<file path="src/rtl/rs485_dir_pkg.sv">
package rs485_dir_pkg;
  typedef enum logic [1:0] {
    ST_RX   = 2'd0,
    ST_TX   = 2'd1,
    ST_HOLD = 2'd2
  } dir_state_t;
endpackage

</file>
<file path="src/rtl/rs485_turn_timer.sv">
module rs485_turn_timer #(
  parameter int CNT_W = 4
) (
  input  logic             clk,
  input  logic             rst,
  input  logic             clr,
  input  logic             tick,
  input  logic [CNT_W-1:0] limit,
  output logic             done
);
  localparam int EXT_W = CNT_W + 1;

  logic [CNT_W-1:0] cnt_q;
  logic [EXT_W-1:0] cnt_nx;

  assign cnt_nx = {1'b0, cnt_q} + EXT_W'(1);
  assign done   = tick && (cnt_nx >= {1'b0, limit});

  always_ff @(posedge clk) begin
    if (rst || clr) cnt_q <= '0;
    else if (tick && !done) cnt_q <= cnt_nx[CNT_W-1:0];
  end


  hold_when_idle_chk: assert property (@(posedge clk) disable iff (rst)
    (!tick && !clr) |=> $stable(cnt_q));
endmodule

</file>
<file path="src/rtl/rs485_txe_sel.sv">
module rs485_txe_sel (
  input  logic clk,
  input  logic rst,
  input  logic mode_en,
  input  logic fifo_empty,
  input  logic tsr_empty,
  output logic txe_irq
);
  always_ff @(posedge clk) begin
    if (rst) txe_irq <= 1'b0;
    else     txe_irq <= fifo_empty && (tsr_empty || !mode_en);
  end


  irq_waits_tsr_chk: assert property (@(posedge clk) disable iff (rst)
    (mode_en && !tsr_empty) |=> !txe_irq);


  irq_needs_empty_chk: assert property (@(posedge clk) disable iff (rst)
    (!fifo_empty) |=> !txe_irq);
endmodule

</file>
<file path="src/rtl/rs485_dir_ctrl.sv">
module rs485_dir_ctrl #(
  parameter int DLY_W = 4
) (
  input  logic             clk,
  input  logic             rst,
  input  logic             mode_en,
  input  logic [DLY_W-1:0] turn_delay,
  input  logic             modem_out,
  input  logic             fifo_empty,
  input  logic             tsr_empty,
  input  logic             stop_done,
  input  logic             bit_tick,
  output logic             dir_out,
  output logic             txe_irq
);
  import rs485_dir_pkg::*;

  dir_state_t state_q;
  logic       tmr_clr;
  logic       tmr_tick;
  logic       tmr_done;
  logic       last_stop;

  assign last_stop = stop_done && fifo_empty;
  assign tmr_clr   = !mode_en || (state_q != ST_HOLD) || !fifo_empty;
  assign tmr_tick  = bit_tick && (state_q == ST_HOLD) && fifo_empty;

  rs485_turn_timer #(.CNT_W(DLY_W)) timer_i (
    .clk   (clk),
    .rst   (rst),
    .clr   (tmr_clr),
    .tick  (tmr_tick),
    .limit (turn_delay),
    .done  (tmr_done)
  );

  rs485_txe_sel irq_i (
    .clk        (clk),
    .rst        (rst),
    .mode_en    (mode_en),
    .fifo_empty (fifo_empty),
    .tsr_empty  (tsr_empty),
    .txe_irq    (txe_irq)
  );

  always_ff @(posedge clk) begin
    if (rst) begin
      state_q <= ST_RX;
      dir_out <= 1'b0;
    end else if (!mode_en) begin
      state_q <= ST_RX;
      dir_out <= modem_out;
    end else begin
      unique case (state_q)
        ST_RX: begin
          if (!fifo_empty) begin
            state_q <= ST_TX;
            dir_out <= 1'b1;
          end else begin
            dir_out <= 1'b0;
          end
        end
        ST_TX: begin
          dir_out <= 1'b1;
          if (last_stop) begin
            if (turn_delay == '0) begin
              state_q <= ST_RX;
              dir_out <= 1'b0;
            end else begin
              state_q <= ST_HOLD;
            end
          end
        end
        ST_HOLD: begin
          dir_out <= 1'b1;
          if (!fifo_empty) begin
            state_q <= ST_TX;
          end else if (tmr_done) begin
            state_q <= ST_RX;
            dir_out <= 1'b0;
          end
        end
        default: begin
          state_q <= ST_RX;
          dir_out <= 1'b0;
        end
      endcase
    end
  end


  drive_on_data_chk: assert property (@(posedge clk) disable iff (rst)
    (mode_en && !fifo_empty) |=> dir_out);


  plain_output_chk: assert property (@(posedge clk) disable iff (rst)
    (!mode_en) |=> (dir_out == $past(modem_out)));


  release_empty_chk: assert property (@(posedge clk) disable iff (rst)
    ($past(mode_en) && $fell(dir_out)) |-> $past(fifo_empty));


  reset_rx_chk: assert property (@(posedge clk)
    rst |=> (!dir_out && !txe_irq));
endmodule

</file>
<file path="config.mk">
export PLATFORM = sky130hd
export DESIGN_NAME = rs485_dir_ctrl
export DESIGN_NICKNAME = d
export VERILOG_FILES = /design/src/rtl/rs485_dir_pkg.sv /design/src/rtl/rs485_turn_timer.sv /design/src/rtl/rs485_txe_sel.sv /design/src/rtl/rs485_dir_ctrl.sv
export SDC_FILE = /design/constraint.sdc
export NUM_CORES = 1
export LEC_CHECK = 0
export BUFFER_PORTS_ARGS = -buffer_cell sky130_fd_sc_hd__buf_4
export CORE_AREA = 4 4 41 43
export CTS_CLUSTER_SIZE = 20
export DETAILED_ROUTE_END_ITERATION = 10
export DIE_AREA = 0 0 45 47
export GPL_ROUTABILITY_DRIVEN = 0
export MAX_ROUTING_LAYER = met4
export PLACE_DENSITY_LB_ADDON = 0.08
export SETUP_SLACK_MARGIN = 0.15
export SLEW_MARGIN = 20
export SYNTH_ARGS = -nofsm -noshare
export SYNTH_HDL_FRONTEND = slang
export SYNTH_HIERARCHICAL = 1
export SYNTH_SLANG_ARGS = --single-unit
</file>
<file path="constraint.sdc">
create_clock -name clk -period 3 [get_ports clk]
set_clock_uncertainty 0.2 [all_clocks]
set_input_delay 0.6 -clock clk [delete_from_list [all_inputs] [get_ports clk]]
set_output_delay 0.6 -clock clk [all_outputs]
set_load 0.005 [all_outputs]
</file>
Yosys cells after proc, flatten, opt, wreduce, memory -nomap -nowiden
Cells that the tools add are included.
{ "word_totals": {"register_bits": 8, "input_bits": 12, "out_inout_bits": 2, "wordCells": 43} }
{ "classes": {"add_sub_neg": 1, "magnitude_cmp": 1, "n_eq_ne": 6, "n_mux": 13, "bitwise_logic": 1, "reduce_logical": 17} }
{ "op_table": {"columns": ["cell", "n"], "rows": [
  ["$mux 2", 5],
  ["$logic_and 1x1->1", 6],
  ["$mux 1", 6],
  ["$ne 2x2->1 const B", 3],
  ["$pmux 2 s3", 1],
  ["$add 4x1->5 const B", 1],
  ["$ge 5x4->1", 1],
  ["$logic_not 4->1", 1],
  ["$logic_or 1x1->1", 4],
  ["$logic_not 1->1", 3],
  ["$ne 3x2->1 const B", 1],
  ["$pmux 1 s3", 1],
  ["$reduce_and 3->1", 1],
  ["$eq 2x1->1 const B", 1],
  ["$eq 2x2->1 const B", 1],
  ["$logic_not 2->1", 1],
  ["$reduce_or 2->1", 1],
  ["$not 1->1", 1]
]} }

Depth between registers and ports, before layout
Gate-level depths: netlist (run 1).
{ "logic_depth": {"word_depth": 8, "ltp_mapped": 10, "mapped_depth_nobuf": 10} }

Hierarchy
Netlist (run 1), hierarchy kept.
{ "modules_own_cells": {"columns": ["module", "n_inst", "cells_each", "area_each_um2", "seq_area_each_um2"], "rows": [
  ["rs485_turn_timer", 1, 42, 337.8, 80.1],
  ["rs485_dir_ctrl", 1, 20, 185.2, 60.1],
  ["rs485_txe_sel", 1, 3, 46.3, 20.0]
]} }

Worst setup path before layout (run 1)
Ideal clock, no wire load.
{ "synth_path": {"path_kind": "flip-flop to flip-flop", "from": "reg timer_i.cnt_q[0]", "to": "reg dir_out", "setup_time_ns": 0.117, "arrival_ns": 1.907, "required_time_ns": 2.683, "path_slack_ns": 0.776, "stages_incl_launch_ff": 11, "path_buffers": 0, "period_less_slack_ns": 2.224, "cell_sequence": "dfxtp_1 ha_1 xor2_1 ha_1 nand3_1 nor2_1 nor2_1 a21boi_0 nand2b_1 a41oi_1 a22o_1"} }
{ "synth_via": {"elab_chain_len": 7} }
{ "synth_rtl": {"columns": ["element", "line", "rtl"], "rows": [
  ["from (decl)", "rs485_turn_timer.sv:13", "logic [CNT_W-1:0] cnt_q;"],
  ["from (signal assigned)", "rs485_turn_timer.sv:21", "else if (tick && !done) cnt_q <= cnt_nx[CNT_W-1:0];"],
  ["$add 4x1->5", "rs485_turn_timer.sv:16", "assign cnt_nx = {1'b0, cnt_q} + EXT_W'(1);"],
  ["net timer_i.cnt_nx[2]", "rs485_turn_timer.sv:14", "logic [EXT_W-1:0] cnt_nx;"],
  ["$ge 5x4->1", "rs485_turn_timer.sv:17", "assign done = tick && (cnt_nx >= {1'b0, limit});"],
  ["$logic_and 1x1->1", "rs485_turn_timer.sv:17", null],
  ["net tmr_done", "rs485_dir_ctrl.sv:21", "logic tmr_done;"],
  ["$mux 1", "rs485_dir_ctrl.sv:78", "end else if (tmr_done) begin"],
  ["$mux 1", "rs485_dir_ctrl.sv:76", "if (!fifo_empty) begin"],
  ["$pmux 1 s3", "rs485_dir_ctrl.sv:54", "unique case (state_q)"],
  ["$mux 1", "rs485_dir_ctrl.sv:50", "end else if (!mode_en) begin"],
  ["to (signal assigned)", "rs485_dir_ctrl.sv:52", "dir_out <= modem_out;"],
  ["to (decl)", "rs485_dir_ctrl.sv:13", "output logic dir_out,"]
]} }
The timed path passes the listed nets, and every way through them passes these cells.
A chain may end at the register's enable or synchronous reset.

Final worst setup path (run 1)
Ends and elaborated chain as after synthesis.

==> run metrics, run 1 <==
Req. time, crit path 2.94 ns; worst-path fanout max 5; DRT Pass-1 Iters 4; Worst Max-Slew Pin Slew 0.328 ns; Skew-Pair Late Insertion Delay 0.25 ns; final hold vios 0; fin crit share 0.840; # setup viols final 0; synthesis-to-layout area growth 24.4%; TritonCTS clock tree yes; Post-Syn Area 569 µm²; Die W 45 µm; Syn Nets 82; DRT antenna net count 0; initial antenna violation count 0; post-synth top area cell dfxtp_1; Root Buffer Master clkbuf_4; fin. max-slew vios 0; Max-slew headroom 0.779; Vias/cell 5.50; Resize count post-CTS 0; routed vias 528; H-tree depth 1; most common cell after layout, fill and taps aside buf_4; Worst-path clk slew 0.06 ns; Placed Cells 93; Synth Warn # 6; detailed placement HPWL 982 µm; Hold Crit Class reg2reg; Worst Setup End Kind register; TritonCTS Buffers 3; fin cells 96; multi-input logic area 394 µm²; CORE AREA 1300 µm²; most frequent cells in the layout 13 x buf_4, 8 x nand2_1, 8 x dfxtp_1; Setup Buffers After CTS 0; drt wl/cell 12.1 µm; post-synthesis register bit count 8; I/O pin count 14; Overflow after GRT 0; critical path class reg2reg; min Tclk post-route 2.52 ns; Synth cell types 31; post-route DRC violation count 0; post-synthesis sequential area ratio 0.281; Storage cell area 160 µm²; final net count 100; Synth Instances 65; GRT Util Overall 0.134; unrepaired setup endpoints after global routing false; Port Buffers 13; worst path arrival time 2.46 ns; Initial Util 0.438; Die Y 47 µm; outcome finished clean; global-route wire length before repair 1.99 mm; Post-CTS Hold Fix Bufs 0; Clock Tree Buf Depth 2; Synth top area share 0.281; Setup TNS 0 ns; syn avg cell area 8.76 µm²; PD cells 317 nW/µm²; Leak 0.309 nW; die area 2120 µm²; DRT Wirelength 1.16 mm; layout cell share with drive strength beyond 1 0.259; Clock Sinks 8; number of cell rows 13; layout filler cell count 121; max_cap viols 0; Synth area leaders dfxtp_1 28%, ha_1 11%, nand2_1 5.3%, nor4_4 3.7%, nand3_1 3.5%; ANT cells 0; largest net degree at the start of global routing 9; vias in the first global route 520; Startpoint Class register; VDD IR max 176 µV; DR iter-0 viols 10; FMAX 0.397 GHz
## final cells by class
class                      count  area share
clock buffer                   3      0.0318
inverter                       4      0.0212
multi-input combinational     53       0.557
tap                           15      0.0265
sequential                     8       0.226
timing repair buffer          13       0.138
## critical path, stage by stage (launching register included)
cell and delay [ns]:
dfxtp_1 0.35, ha_1 0.25, xor2_1 0.15, ha_1 0.30
nand3_1 0.10, nor2_1 0.18, nor2_1 0.06, a21boi_0 0.26
nand2b_1 0.18, a41oi_1 0.12, a22o_1 0.26
## metal layers
layer	share of wire	global-route usage	vias up
li1	-	-	273
met4	0.0060	0.0702	0
met5	0	-	-
met3	0.046	0.0230	2
met2	0.52	0.249	12
met1	0.43	0.132	241
## state kept, by name (all words and copies together) (netlist names)
register / flops
timer_i/cnt_q: 4
dir_out: 1
irq_i/txe_irq: 1
state_q: 2
## cells by family (layout without fill, tap and decap cells)
kind of cell               Yosys count  in the layout  synth area share
AOI/OAI and AO/OA                   13             13             0.174
xor gates and xnor gates             2              2            0.0308
adders and majority gates            5              5             0.110
buffers and inverters                4             20            0.0264
DFF                                  8              8             0.281
muxes                                1              1            0.0176
and+or+nand+nor                     32             32             0.360
## cells in the mapped netlist
cell type	count
dfxtp_1	8
nand2_1	8
ha_1	5
nor2_1	5
inv_1	4
nand3_1	4
o21ai_0	3
and2_1	2
nand2b_1	2
nand4b_1	2
nor2b_1	2
a21boi_0	1
a21oi_1	1
a221oi_1	1
a22o_1	1
a22oi_1	1
a41oi_1	1
and2_4	1
mux2i_1	1
nand4_1	1
nor2_4	1
nor2b_4	1
nor3b_2	1
nor4_4	1
o211a_1	1
o311ai_0	1
o32a_1	1
o41ai_1	1
or2b_1	1
xnor2_1	1
xor2_1	1
## through the flow
step           total power (W)  utilization  setup slack [ns]  hold slack, ns  instance area, µm²
2_1_floorplan         0.000124            -             0.776           0.252                 569
3_3_place_gp          0.000145        0.527             0.597           0.271                 686
3_5_place_dp          0.000145        0.527             0.543           0.296                 686
4_1_cts               0.000228        0.544             0.510           0.304                 708
5_1_grt               0.000236        0.544             0.367           0.331                 708
6_report              0.000225        0.544             0.480           0.300                 708
## power breakdown
part	switching, W	total (W)	internal, W	leakage (nW)
clock network	0.0000366	0.0000824	0.0000458	0.0138
logic	0.0000133	0.0000321	0.0000188	0.230
registers	0.00000156	0.000110	0.000109	0.0651
total	0.0000515	0.000225	0.000173	0.309
## worst paths after layout
check / from / to / slack (ns) / cells past startpoint
setup reg to reg: timer_i/cnt_q[0]$_SDFFE_PP0P_ / dir_out$_SDFF_PP0_ / 0.48 / 10
setup / recovery: timer_i/cnt_q[0]$_SDFFE_PP0P_ / dir_out$_SDFF_PP0_ / 0.48 / 10
hold / removal: timer_i/cnt_q[1]$_SDFFE_PP0P_ / timer_i/cnt_q[1]$_SDFFE_PP0P_ / 0.30 / 2
hold reg to reg: timer_i/cnt_q[1]$_SDFFE_PP0P_ / timer_i/cnt_q[1]$_SDFFE_PP0P_ / 0.30 / 2
Note: power is estimated with default switching activity, not from simulation.
==> inputs of run 2 (changes only) <==
- clock period: 3 -> 2.5 ns (I/O delays scaled with it)
==> run 2 against run 1 <==
Final cell count up 1.0%. Fmax up 13%. Hold slack worse by 0.046 ns. Register-to-register slack worse by 0.20 ns. Via count down 4.5%. Non-clock buffer count up 1. Flip-flop and latch count unchanged. Largest power group unchanged.
==> run metrics, run 2 (synthesized netlist as in run 1, its figures left out) <==
outcome finished clean; Leak 0.320 nW (+3.5%); synthesis-to-layout area growth 31.9%; largest register by flop count timer_i/cnt_q; Setup TNS 0 ns (unchanged); routed vias 504 (-4.5%); Finished Core Util 0.577 (+0.0327); most common cell after layout, fill and taps aside buf_4; number of cell rows 13 (unchanged); Root Buffer Master clkbuf_4; critical path class reg2reg; fin crit share 0.889 (+0.0489); pre-CTS setup slack 0.0626 ns (-0.481 ns); min Tclk post-route 2.22 ns (-0.298 ns); Initial Util 0.438 (unchanged); largest net degree at the start of global routing 9 (unchanged); Largest regs timer_i/cnt_q (4), state_q (2); PD cells 360 nW/µm² (+13%); ANT cells 0 (unchanged); # setup viols final 0 (unchanged); Hold Crit Class in2reg; Overflow after GRT 0 (unchanged); detailed placement HPWL 939 µm (-4.4%); Startpoint Class register; I/O pin count 14 (unchanged); Clock Sinks 8 (unchanged); FMAX 0.450 GHz (+13%); Worst Setup End Kind register; die area 2120 µm² (unchanged); final hold vios 0 (unchanged); DRT antenna net count 0 (unchanged); Req. time, crit path 2.44 ns (-0.50 ns); layout cell share with drive strength beyond 1 0.366 (+0.107); post-route DRC violation count 0 (unchanged); worst-path fanout max 5 (unchanged); Max-slew headroom 0.806 (+0.0274); max reg flops 4 (unchanged); VDD IR max 231 µV (+31%); Die Y 47 µm (unchanged); DRT Pass-1 Iters 3 (-1); Die W 45 µm (unchanged); multi-input logic area 427 µm² (+8.3%); hold_ws 0.254 ns (-0.0457 ns); Port Buffers 13 (unchanged); Worst Max-Slew Pin Slew 0.287 ns (-0.0405 ns); layout filler cell count 121 (unchanged); unrepaired setup endpoints after global routing false; Clock Tree Buf Depth 2 (unchanged); global-route wire length before repair 2.00 mm (+0.70%); Skew-Pair Late Insertion Delay 0.25 ns (about the same); final net count 101 (+1.0%); CORE AREA 1300 µm² (unchanged); max_cap viols 0 (unchanged); TritonCTS Buffers 3 (unchanged); DR iter-0 viols 7 (-3); most frequent cells in the layout 14 x buf_4, 8 x nand2_1, 6 x dfxtp_1; drt wl/cell 11.6 µm (-4.6%); Vias/cell 5.20 (-5.5%); TritonCTS clock tree yes; fin. max-slew vios 0 (unchanged); worst setup margin 0.278 ns (-0.202 ns); H-tree depth 1 (unchanged); initial antenna violation count 0 (unchanged); DRT Wirelength 1.12 mm (-3.6%); Storage cell area 163 µm² (+1.6%); Worst-path clk slew 0.06 ns (about the same); Post-CTS Hold Fix Bufs 0 (unchanged); worst path arrival time 2.17 ns (-0.29 ns); vias in the first global route 478 (-8.1%); GRT Util Overall 0.140 (+0.00594)
==> run 2: critical path: stages, from the launching register on <==
cell and delay (ns):
dfxtp_2 0.34, ha_2 0.20, xor2_1 0.15, ha_1 0.29, nand3_1 0.11, nor2_2 0.14
nor2_1 0.06, a21boi_2 0.14, nand2b_1 0.14, a41oi_1 0.11, a22o_1 0.24
==> run 2: final cells by class <==
type / count / area share
inverters: 4 / 0.0200
clock buffers: 3 / 0.0300
well taps: 15 / 0.0250
flip-flops and latches: 8 / 0.217
repair buffers: 14 / 0.140
multi-input cells: 53 / 0.568
==> run 2: path summary, 6_finish.rpt <==
| kind | slack [ns] | end | depth (start not counted) | startpoint |
|---|---|---|---|---|
| hold reg to reg | 0.29 | timer_i/cnt_q[1]$_SDFFE_PP0P_ | 2 | timer_i/cnt_q[1]$_SDFFE_PP0P_ |
| hold / removal | 0.25 | irq_i/txe_irq$_SDFF_PP0_ | 2 | rst |
| setup / recovery | 0.28 | dir_out$_SDFF_PP0_ | 10 | timer_i/cnt_q[0]$_SDFFE_PP0P_ |
| setup reg to reg | 0.28 | dir_out$_SDFF_PP0_ | 10 | timer_i/cnt_q[0]$_SDFFE_PP0P_ |
==> run 2: where the power goes <==
group | total [W] | internal (W) | switching (W)
combinational | 0.0000402 | 0.0000240 | 0.0000163
sequential | 0.000133 | 0.000131 | 0.00000209
clock | 0.0000973 | 0.0000548 | 0.0000424
total | 0.000270 | 0.000209 | 0.0000608
==> run 2: routing by layer <==
| metal | part of all wire | wire, µm | global-route usage | vias up |
|---|---|---|---|---|
| met5 | 0 | 0 | - | - |
| met4 | 0.0080 | 9 | 0.105 | 0 |
| met3 | 0.039 | 44 | 0.0230 | 2 |
| met2 | 0.49 | 546 | 0.215 | 7 |
| met1 | 0.46 | 521 | 0.162 | 223 |
| li1 | - | - | - | 272 |
==> run 2: repair_timing <==
item | 4_1_cts | 5_1_grt
resized for setup | 2 | 7
setup endpoints to repair | 1 | 2
pin swaps | 0 | 2
setup buffers | 0 | 1
==> run 2: through the flow <==
stage	power, W	std cells	instance area (µm²)
5_1_grt	0.000286	97	751
3_5_place_dp	0.000174	93	686
6_report	0.000270	97	751
2_1_floorplan	0.000149	65	569
4_1_cts	0.000274	96	711
3_3_place_gp	0.000173	93	686
